===== src/rtl/pic_pkg.sv =====
package pic_pkg;
    localparam int LINES = 8;
    localparam int IDX_W = $clog2(LINES);
    localparam int HI_W  = 8 - IDX_W;

    typedef logic [LINES-1:0] lines_t;
    typedef logic [IDX_W-1:0] idx_t;

    typedef enum logic [1:0] {SEQ_READY, SEQ_BASE, SEQ_CASC, SEQ_MODE} seq_e;

    typedef struct packed {
        logic [HI_W-1:0] vec_hi;
        lines_t          casc_map;
        idx_t            own_id;
        logic            smm;
        logic            rd_isr;
        logic            want_mode;
        logic            solo;
    } cfg_t;

    typedef struct packed {
        logic hit;
        idx_t idx;
    } pick_t;

    localparam logic [2:0] OP_EOI_SPEC = 3'b011;
    localparam logic [2:0] OP_EOI_ANY  = 3'b001;

    function automatic pick_t first_set(lines_t v);
        pick_t p;
        p = '0;
        for (int i = LINES - 1; i >= 0; i--) begin
            if (v[i]) begin
                p.hit = 1'b1;
                p.idx = idx_t'(i);
            end
        end
        return p;
    endfunction

    function automatic lines_t onehot(idx_t i);
        return lines_t'(1) << i;
    endfunction
endpackage


===== src/rtl/pic_cfg_seq.sv =====
module pic_cfg_seq
    import pic_pkg::*;
(
    input  logic       clk,
    input  logic       rst,
    input  logic       a0,
    input  logic       wr,
    input  logic [7:0] wdata,
    input  logic       is_master,
    output cfg_t       cfg,
    output lines_t     imr,
    output logic       ready,
    output logic       init_clr,
    output logic       eoi_spec,
    output logic       eoi_any,
    output idx_t       eoi_lvl
);
    seq_e st;
    logic cmd_ok;

    assign ready    = (st == SEQ_READY);
    assign init_clr = wr & ~a0 & wdata[4];
    assign cmd_ok   = wr & ~a0 & ~wdata[4] & ready;
    assign eoi_spec = cmd_ok & ~wdata[3] & (wdata[7:5] == OP_EOI_SPEC);
    assign eoi_any  = cmd_ok & ~wdata[3] & (wdata[7:5] == OP_EOI_ANY);
    assign eoi_lvl  = wdata[IDX_W-1:0];

    always_ff @(posedge clk) begin
        if (rst) begin
            st  <= SEQ_READY;
            imr <= '1;
            cfg <= '0;
        end else if (init_clr) begin
            st            <= SEQ_BASE;
            imr           <= '0;
            cfg.smm       <= 1'b0;
            cfg.rd_isr    <= 1'b0;
            cfg.want_mode <= wdata[0];
            cfg.solo      <= wdata[1];
        end else if (wr && a0) begin
            case (st)
                SEQ_BASE: begin
                    cfg.vec_hi <= wdata[7:IDX_W];
                    if (!cfg.solo)         st <= SEQ_CASC;
                    else if (cfg.want_mode) st <= SEQ_MODE;
                    else                   st <= SEQ_READY;
                end
                SEQ_CASC: begin
                    if (is_master) cfg.casc_map <= wdata;
                    else           cfg.own_id   <= wdata[IDX_W-1:0];
                    st <= cfg.want_mode ? SEQ_MODE : SEQ_READY;
                end
                SEQ_MODE: st  <= SEQ_READY;
                default:  imr <= wdata;
            endcase
        end else if (cmd_ok && wdata[3]) begin
            if (wdata[6]) cfg.smm    <= wdata[5];
            if (wdata[1]) cfg.rd_isr <= wdata[0];
        end
    end

    AST_SETUP_CLEARS: assert property (@(posedge clk) disable iff (rst)
        init_clr |=> (imr == '0 && !ready));
    AST_MASK_LOAD: assert property (@(posedge clk) disable iff (rst)
        (wr && a0 && ready) |=> (imr == $past(wdata)));
endmodule


===== src/rtl/pic_req_edge.sv =====
module pic_req_edge
    import pic_pkg::*;
(
    input  logic   clk,
    input  logic   rst,
    input  lines_t req,
    input  lines_t take_clr,
    input  logic   flush,
    output lines_t irr
);
    lines_t prev;

    always_ff @(posedge clk) begin
        if (rst) begin
            prev <= '0;
            irr  <= '0;
        end else begin
            prev <= req;
            if (flush) irr <= '0;
            else       irr <= (irr & ~take_clr) | (req & ~prev);
        end
    end

    AST_EDGE_ONLY: assert property (@(posedge clk) disable iff (rst)
        ((irr & ~$past(irr)) & ~$past(req)) == '0);
endmodule


===== src/rtl/pic_resolver.sv =====
module pic_resolver
    import pic_pkg::*;
(
    input  lines_t irr,
    input  lines_t isr,
    input  lines_t imr,
    input  logic   smm,
    input  logic   ready,
    output logic   int_req,
    output idx_t   win
);
    lines_t pend;
    lines_t blk;
    pick_t  p_pend;
    pick_t  p_blk;

    always_comb begin
        pend    = irr & ~imr;
        blk     = smm ? (isr & ~imr) : isr;
        p_pend  = first_set(pend);
        p_blk   = first_set(blk);
        win     = p_pend.idx;
        int_req = ready & p_pend.hit & (!p_blk.hit || (p_pend.idx < p_blk.idx));
    end
endmodule


===== src/rtl/pic8_cascade.sv =====
module pic8_cascade
    import pic_pkg::*;
(
    input  logic       clk,
    input  logic       rst,
    input  logic       bus_a0,
    input  logic       bus_wr,
    input  logic [7:0] bus_wdata,
    output logic [7:0] bus_rdata,
    input  logic [7:0] req_in,
    input  logic       is_master,
    input  logic       casc_en_in,
    input  logic [2:0] casc_id_in,
    output logic       casc_en_out,
    output logic [2:0] casc_id_out,
    output logic       int_out,
    input  logic       ack_in,
    output logic [7:0] vec_out,
    output logic       vec_oe
);
    cfg_t   cfg;
    lines_t imr, irr, isr, eoi_clr, set_v;
    logic   ready, init_clr, eoi_spec, eoi_any;
    idx_t   eoi_lvl, win;
    logic   int_req, ack_eff, take;
    pick_t  top_isr;

    pic_cfg_seq u_cfg (
        .clk(clk), .rst(rst), .a0(bus_a0), .wr(bus_wr), .wdata(bus_wdata),
        .is_master(is_master), .cfg(cfg), .imr(imr), .ready(ready),
        .init_clr(init_clr), .eoi_spec(eoi_spec), .eoi_any(eoi_any),
        .eoi_lvl(eoi_lvl)
    );

    pic_req_edge u_req (
        .clk(clk), .rst(rst), .req(req_in), .take_clr(set_v),
        .flush(init_clr), .irr(irr)
    );

    pic_resolver u_res (
        .irr(irr), .isr(isr), .imr(imr), .smm(cfg.smm), .ready(ready),
        .int_req(int_req), .win(win)
    );

    assign ack_eff = is_master ? ack_in
                               : (ack_in & casc_en_in & (casc_id_in == cfg.own_id));
    assign take    = ack_eff & int_req;
    assign set_v   = take ? onehot(win) : '0;

    always_comb begin
        top_isr = first_set(isr);
        if (eoi_spec)                  eoi_clr = onehot(eoi_lvl);
        else if (eoi_any && top_isr.hit) eoi_clr = onehot(top_isr.idx);
        else                           eoi_clr = '0;
    end

    always_ff @(posedge clk) begin
        if (rst || init_clr) isr <= '0;
        else                 isr <= (isr & ~eoi_clr) | set_v;
    end

    always_ff @(posedge clk) begin
        if (rst) begin
            vec_out <= '0;
            vec_oe  <= 1'b0;
        end else begin
            vec_oe <= take & ~(is_master & cfg.casc_map[win]);
            if (take) vec_out <= {cfg.vec_hi, win};
        end
    end

    assign int_out     = int_req;
    assign casc_en_out = is_master & take & cfg.casc_map[win];
    assign casc_id_out = win;
    assign bus_rdata   = bus_a0 ? imr : (cfg.rd_isr ? isr : irr);

    AST_INT_HAS_PEND: assert property (@(posedge clk) disable iff (rst)
        int_out |-> ((irr & ~imr) != '0));
    AST_TAKE_SETS_ISR: assert property (@(posedge clk) disable iff (rst)
        (take && !init_clr) |=> ((isr & onehot($past(win))) != '0));
    AST_ONE_NEW_ISR: assert property (@(posedge clk) disable iff (rst)
        $countones(isr & ~$past(isr)) <= 1);
    AST_SPEC_EOI: assert property (@(posedge clk) disable iff (rst)
        (eoi_spec && !(take && win == eoi_lvl)) |=> ((isr & onehot($past(eoi_lvl))) == '0));
    AST_CASC_QUIET: assert property (@(posedge clk) disable iff (rst)
        casc_en_out |=> !vec_oe);
    AST_VEC_BASE: assert property (@(posedge clk) disable iff (rst)
        vec_oe |-> (vec_out[7:IDX_W] == cfg.vec_hi));
endmodule


===== config.mk =====
export PLATFORM = sky130hd
export DESIGN_NAME = pic8_cascade
export DESIGN_NICKNAME = d
export VERILOG_FILES = /design/src/rtl/pic_pkg.sv /design/src/rtl/pic_cfg_seq.sv /design/src/rtl/pic_req_edge.sv /design/src/rtl/pic_resolver.sv /design/src/rtl/pic8_cascade.sv
export SDC_FILE = /design/constraint.sdc
export NUM_CORES = 1
export LEC_CHECK = 0
export ABC_AREA = 1
export BUFFER_PORTS_ARGS = -buffer_cell sky130_fd_sc_hd__buf_4
export CELL_PAD_IN_SITES_DETAIL_PLACEMENT = 1
export CELL_PAD_IN_SITES_GLOBAL_PLACEMENT = 1
export CORE_AREA = 2 2 89 91
export DETAILED_ROUTE_END_ITERATION = 16
export DIE_AREA = 0 0 91 93
export PLACE_DENSITY_LB_ADDON = 0.1
export SLEW_MARGIN = 40
export SYNTH_ARGS = -nofsm -noshare
export SYNTH_HDL_FRONTEND = slang
export SYNTH_SLANG_ARGS = --single-unit

===== constraint.sdc =====
create_clock -name clk -period 5.8 [get_ports clk]
set_input_delay 1.16 -clock clk [delete_from_list [all_inputs] [get_ports clk]]
set_output_delay 1.16 -clock clk [all_outputs]
set_load 0.01 [all_outputs]

# Word-level counts from Yosys, hierarchy flattened
# Index checks and enable logic that the tools add are counted.
totals:
  out_inout_bits: 22
  inputBits: 26
  word_cells: 122
  reg_bits: 63
classes:
  n_shift: 3
  n_eq_ne: 7
  order_cmp: 2
  bitwise: 34
  n_mux: 41
  n_reduce_logical: 20
op_table:
  columns: ["operator", "count"]
  rows:
  - ["two-way mux 4 bit", 24]
  - ["two-way mux 8 bit", 9]
  - ["AND 8 bit", 5]
  - ["NOT 8 bit", 4]
  - ["<< shifter 1 x 3 -> 8 bit, first input constant", 3]
  - ["AND 1 bit", 16]
  - ["bitwise OR 8 bit", 2]
  - ["AND reduction 3 bit", 3]
  - ["AND reduction 4 bit", 2]
  - ["NOT 1 bit", 7]
  - ["case mux 2 bit (3 select lines)", 1]
  - ["AND reduction 2 bit", 3]
  - ["== test 2 bit, second input constant", 2]
  - ["< comparator 3 x 4 -> 1 bit, second input constant", 1]
  - ["two-way mux 1 bit", 4]
  - ["two-way mux 2 bit", 2]
  - ["nonzero test 4 bit", 1]
  - ["binary-select mux 1 bit (select 3 bit)", 1]
  - ["== test 3 x 1 -> 1 bit, second input constant", 1]
  - ["== test 3 x 2 -> 1 bit, second input constant", 1]
  - ["== test 3 bit", 1]
  - ["logical AND 1 bit", 3]
  - ["< comparator 3 bit", 1]
  - ["nonzero test 3 bit", 1]
  - ["other kinds (8)", 9]

# Depth between registers and ports, before layout
logic_depth:
  depth_word: 19
  depth_mapped: 17
  mapped_depth_nobuf: 17

# By module
# From an unflattened synthesis, not the netlist that was laid out.
unflattened:
  hier_cells: 544
  hier_area_um2: 3613.5
by_module_without_submodules:
  columns: ["mod", "cells_each", "seq_area_each_um2", "instances", "area_per_inst_um2"]
  rows:
  - ["pic_cfg_seq", 188, 600.6, 1, 1346.3]
  - ["pic8_cascade", 210, 340.3, 1, 1330.0]
  - ["pic_req_edge", 76, 320.3, 1, 615.6]
  - ["pic_resolver", 70, 0.0, 1, 321.6]

# Least setup slack after synthesis
# OpenSTA, ideal clock, no wires.
synth_path:
  path_type: "input port to output port"
  startpoint: "input port casc_id_in[1]"
  endpoint: "output port casc_en_out"
  path_stages: 7
  slack_ns: 2.239
  required_ns: 4.640
  n_path_buf: 1
  arrival_time_ns: 2.401
  path_cell_list: "xnor2_1 nand3_1 nor3_1 o21a_1 buf_1 nand3_4 nor3_1"
synth_via:
  elab_chain_len: 6
synth_lines:
  columns: ["element", "line", "source"]
  rows:
  - ["from (decl)", "pic8_cascade.sv:13", "input logic [2:0] casc_id_in,"]
  - ["== test 3 bit", "pic8_cascade.sv:46", ": (ack_in & casc_en_in & (casc_id_in == cfg.own_id));"]
  - ["AND 1 bit", "pic8_cascade.sv:46", null]
  - ["two-way mux 1 bit", "pic8_cascade.sv:45", "assign ack_eff = is_master ? ack_in"]
  - ["AND 1 bit", "pic8_cascade.sv:47", "assign take = ack_eff & int_req;"]
  - ["AND 1 bit (2 in a row)", "pic8_cascade.sv:73", "assign casc_en_out = is_master & take & cfg.casc_map[win];"]
  - ["to (decl)", "pic8_cascade.sv:14", "output logic casc_en_out,"]
# Every way passes these cells.

# Final worst setup path
layout_path:
  startpoint: "register u_req.irr[7]"
  endpoint: "output port casc_en_out"
layout_via:
  elab_chain_len: 15
  word_cells_on_any_way: 18
  classes_between: "order compare (1); mux (10); bitwise (6); reduce/logical (1)"
layout_lines:
  columns: ["element", "line", "source"]
  rows:
  - ["from (decl)", "pic_req_edge.sv:9", "output lines_t irr"]
  - ["from (signal assigned)", "pic_req_edge.sv:20", "else irr <= (irr & ~take_clr) | (req & ~prev);"]
  - ["AND 8 bit (*)", "pic_resolver.sv:18", "pend = irr & ~imr;"]
  - ["two-way mux 4 bit (*) (8 in a row)", "pic_pkg.sv:33", "if (v[i]) begin"]
  - ["< comparator 3 bit", "pic_resolver.sv:23", "int_req = ready & p_pend.hit & (!p_blk.hit || (p_pend.idx < p_blk.idx));"]
  - ["logical OR 1 bit", "pic_resolver.sv:23", null]
  - ["AND 1 bit", "pic_resolver.sv:23", null]
  - ["AND 1 bit", "pic8_cascade.sv:47", null]
  - ["AND 1 bit", "pic8_cascade.sv:73", null]
  - ["AND 1 bit (*)", "pic8_cascade.sv:73", null]
# Every way passes the cells marked *; elsewhere a longest branch is shown, timed or not. The select of a mux whose other input is x is not followed.

==> qor.csv <==
metric,value,unit
grt_usage,24.90,%
cts_sinks,63,
first_global_vias,3309,
reg2reg_slack,3.15,ns
routed_via_density,5.304,
placementRows,32,
post-dp-hpwl,7696,µm
post_cts_buffers,0,
globalRoute.totalOverflow,0,
die-area,8463,µm²
cts_tree,yes,
num-fill-cells,1030,
max_slew_margin,48.38,%
worstSetupPathType,flop to primary output,
fin_skew,0.01352,ns
fmax,242.6,MHz
clk_pin_slew,0.07,ns
finalSetupTns,0,ns
cp_data_required_time,4.64,ns
start_util,41.87,%
worstReg2RegEnd,vec_out[2],
peakVddDrop,0.1492,mV
crit_chain,"inv_1, o21ai_1, nor2_1, nor3_2, ha_1, inv_1, o21bai_1, inv_1, nand2_2, nand2_4, nand3_4, nor3_1, buf_4",
syn_area_per_cell,6.852,µm²
crit_arrival,2.96,ns
drv_slew,0,
layout_common_cells,"nand2_1, dfxtp_1, inv_1, buf_4, a21oi_1",
finalCritPeriodShare,71.06,%
tightestPinTransition,0.7701,ns
crit_path_top_delay_cell,nor3_2,
routed_wl,9766,µm
cts-root-buf,clkbuf_8,
place_congestion,0.9060,
io_pins,48,
die_w,91,µm
htree_levels,3,
nNetsFinal,533,
antenna_found_initial,0,
worstSetupStartpoint,u_req.irr[7],
drtIter0Drc,207,
r2r_start,u_req.irr[7],
maxCapViolCount,0,
grt_max_degree,27,
slowest_delay,0.59,ns
multi_input_area,1617,µm²
cts_resized,0,
ctsHoldBuffers,0,
mostFrequentLayoutCell,nand2_1,
wire_per_inst,15.98,µm
layout-drive-gt1-share,17.29,%
areaGrowthSynthToFinish,18.82,%
rsz0062_at_grt,no,
vias,3241,
cp_max_fo,10,
synth.distinct_cells,35,
start_kind,flop,
synth_seq_cells,63,
finalSetupViolCount,0,
clk_path_buf_depth,2,
ys_seq_area_share,40.02,%
power.leakage,1.605,nW
worstSkewPairLatency,0.34,ns
grt_pass1_wl,16500,µm
cp_common_cell,inv_1,
status,completed,
drc,0,
syn_area,3152,µm²
hold_start,u_cfg.cfg[14],
synth_nets,487,
power_density,249.2,nW/µm²
synthCells,460,
insertedDiodeCount,0,
r2r_cells,14,
period_minus_slack,4.122,ns
ant_nets,0,
dieHeight,93,µm
register_area,1261,µm²
synth_warnings,0,
port_buffers,47,
cp-endpoint,casc_en_out,
end_kind,primary output,
hold_class,flop to flop,
cts_buffers,9,
finalHoldViolations,0,
coreArea,7527,µm²
drt_first_pass_iters,4,
fin_ws,1.678,ns
pre_cts_ws,2.019,ns
## state kept, by name, summed over array words and instances (netlist names)
name	count
vec_out	8
u_req.prev	8
vec_oe	1
u_cfg.st	2
isr	8
u_cfg.cfg	20
u_cfg.imr	8
u_req.irr	8
## layer usage
layer	up-vias	wire, µm	track usage (%)
met5	-	0	0
met4	0	288	10.35
met2	88	4528	40.74
li1	1610	-	-
met1	1514	4461	31.94
met3	29	488	5.399
## through the flow
stage / area (µm²) / instances / hold slack [ns] / utilization [%] / total power, mW
CTS: 3745 / 611 / 0.4694 / 49.75 / 0.9415
detailed placement: 3592 / 597 / 0.4482 / 47.72 / 0.6288
finish: 3745 / 611 / 0.4585 / 49.75 / 0.9333
global placement: 3587 / 597 / 0.4437 / 47.66 / 0.6224
global route: 3745 / 611 / 0.4917 / 49.75 / 0.9810
floorplan: 3152 / 460 / 0.4245 / - / 0.5624
## logic make-up after synthesis
logic type / Yosys count / share of synthesized area, %
adders and majority gates: 1 / 0.3969
DFF: 63 / 40.02
and+or+nand+nor: 209 / 28.94
AOI/OAI and AO/OA: 112 / 21.24
buffers and inverters: 73 / 8.853
xor gates and xnor gates: 2 / 0.5559
## critical path, delay by kind of cell, from the launching register on
kind            cells  cell delay [ns]
simple gates        6             1.30
fa+ha+maj           1             0.38
flops               1             0.37
buf+inv             4             0.35
compound gates      2             0.23
## Yosys cell counts, drive strengths merged
cell | n | area share [%]
nand4 | 12 | 2.4
o221ai | 9 | 2.5
o21bai | 1 | 0.24
clkinv | 2 | 0.24
a21boi | 1 | 0.24
inv | 59 | 7.2
xnor2 | 1 | 0.28
o211ai | 12 | 2.9
nor3 | 7 | 1.4
ha | 1 | 0.40
a21oi | 51 | 8.9
dfxtp | 63 | 40
nor2 | 41 | 4.9
a211oi | 1 | 0.24
or2 | 9 | 1.8
nor4 | 1 | 0.20
xor2 | 1 | 0.28
clkbuf | 11 | 1.3
nand2 | 120 | 15
buf | 1 | 0.12
o21a | 1 | 0.24
o2111ai | 1 | 0.28
nand3 | 19 | 3.4
o21ai | 34 | 5.5
a31oi | 1 | 0.20
## layout make-up
type                            instances  share of cell area, %
Tap cell                              102                  3.408
Inverter                               61                  6.248
Multi-Input combinational cell        324                  43.17
Clock buffer                           10                  3.408
Sequential cell                        63                  33.68
Clock inverter                          4                 0.6682
Timing Repair Buffer                   47                  9.422
## where the power goes
| part | internal (mW) | switching [mW] | leakage, nW |
|---|---|---|---|
| sequential | 0.449 | 0.0127 | 0.515 |
| clock | 0.149 | 0.166 | 0.0740 |
| combinational | 0.0566 | 0.101 | 1.02 |
| total | 0.654 | 0.279 | 1.60 |
## how the worst min path moves through the flow
stage	end	slack [ns]	depth (start not counted)
global placement	u_cfg.cfg[14]	0.44	2
CTS	u_cfg.cfg[14]	0.47	2
global route	u_cfg.cfg[13]	0.49	2
finish	u_cfg.cfg[14]	0.46	2
detailed placement	u_cfg.cfg[7]	0.45	2
floorplan	u_cfg.cfg[14]	0.42	2
Power figures use the tool's default switching activity.
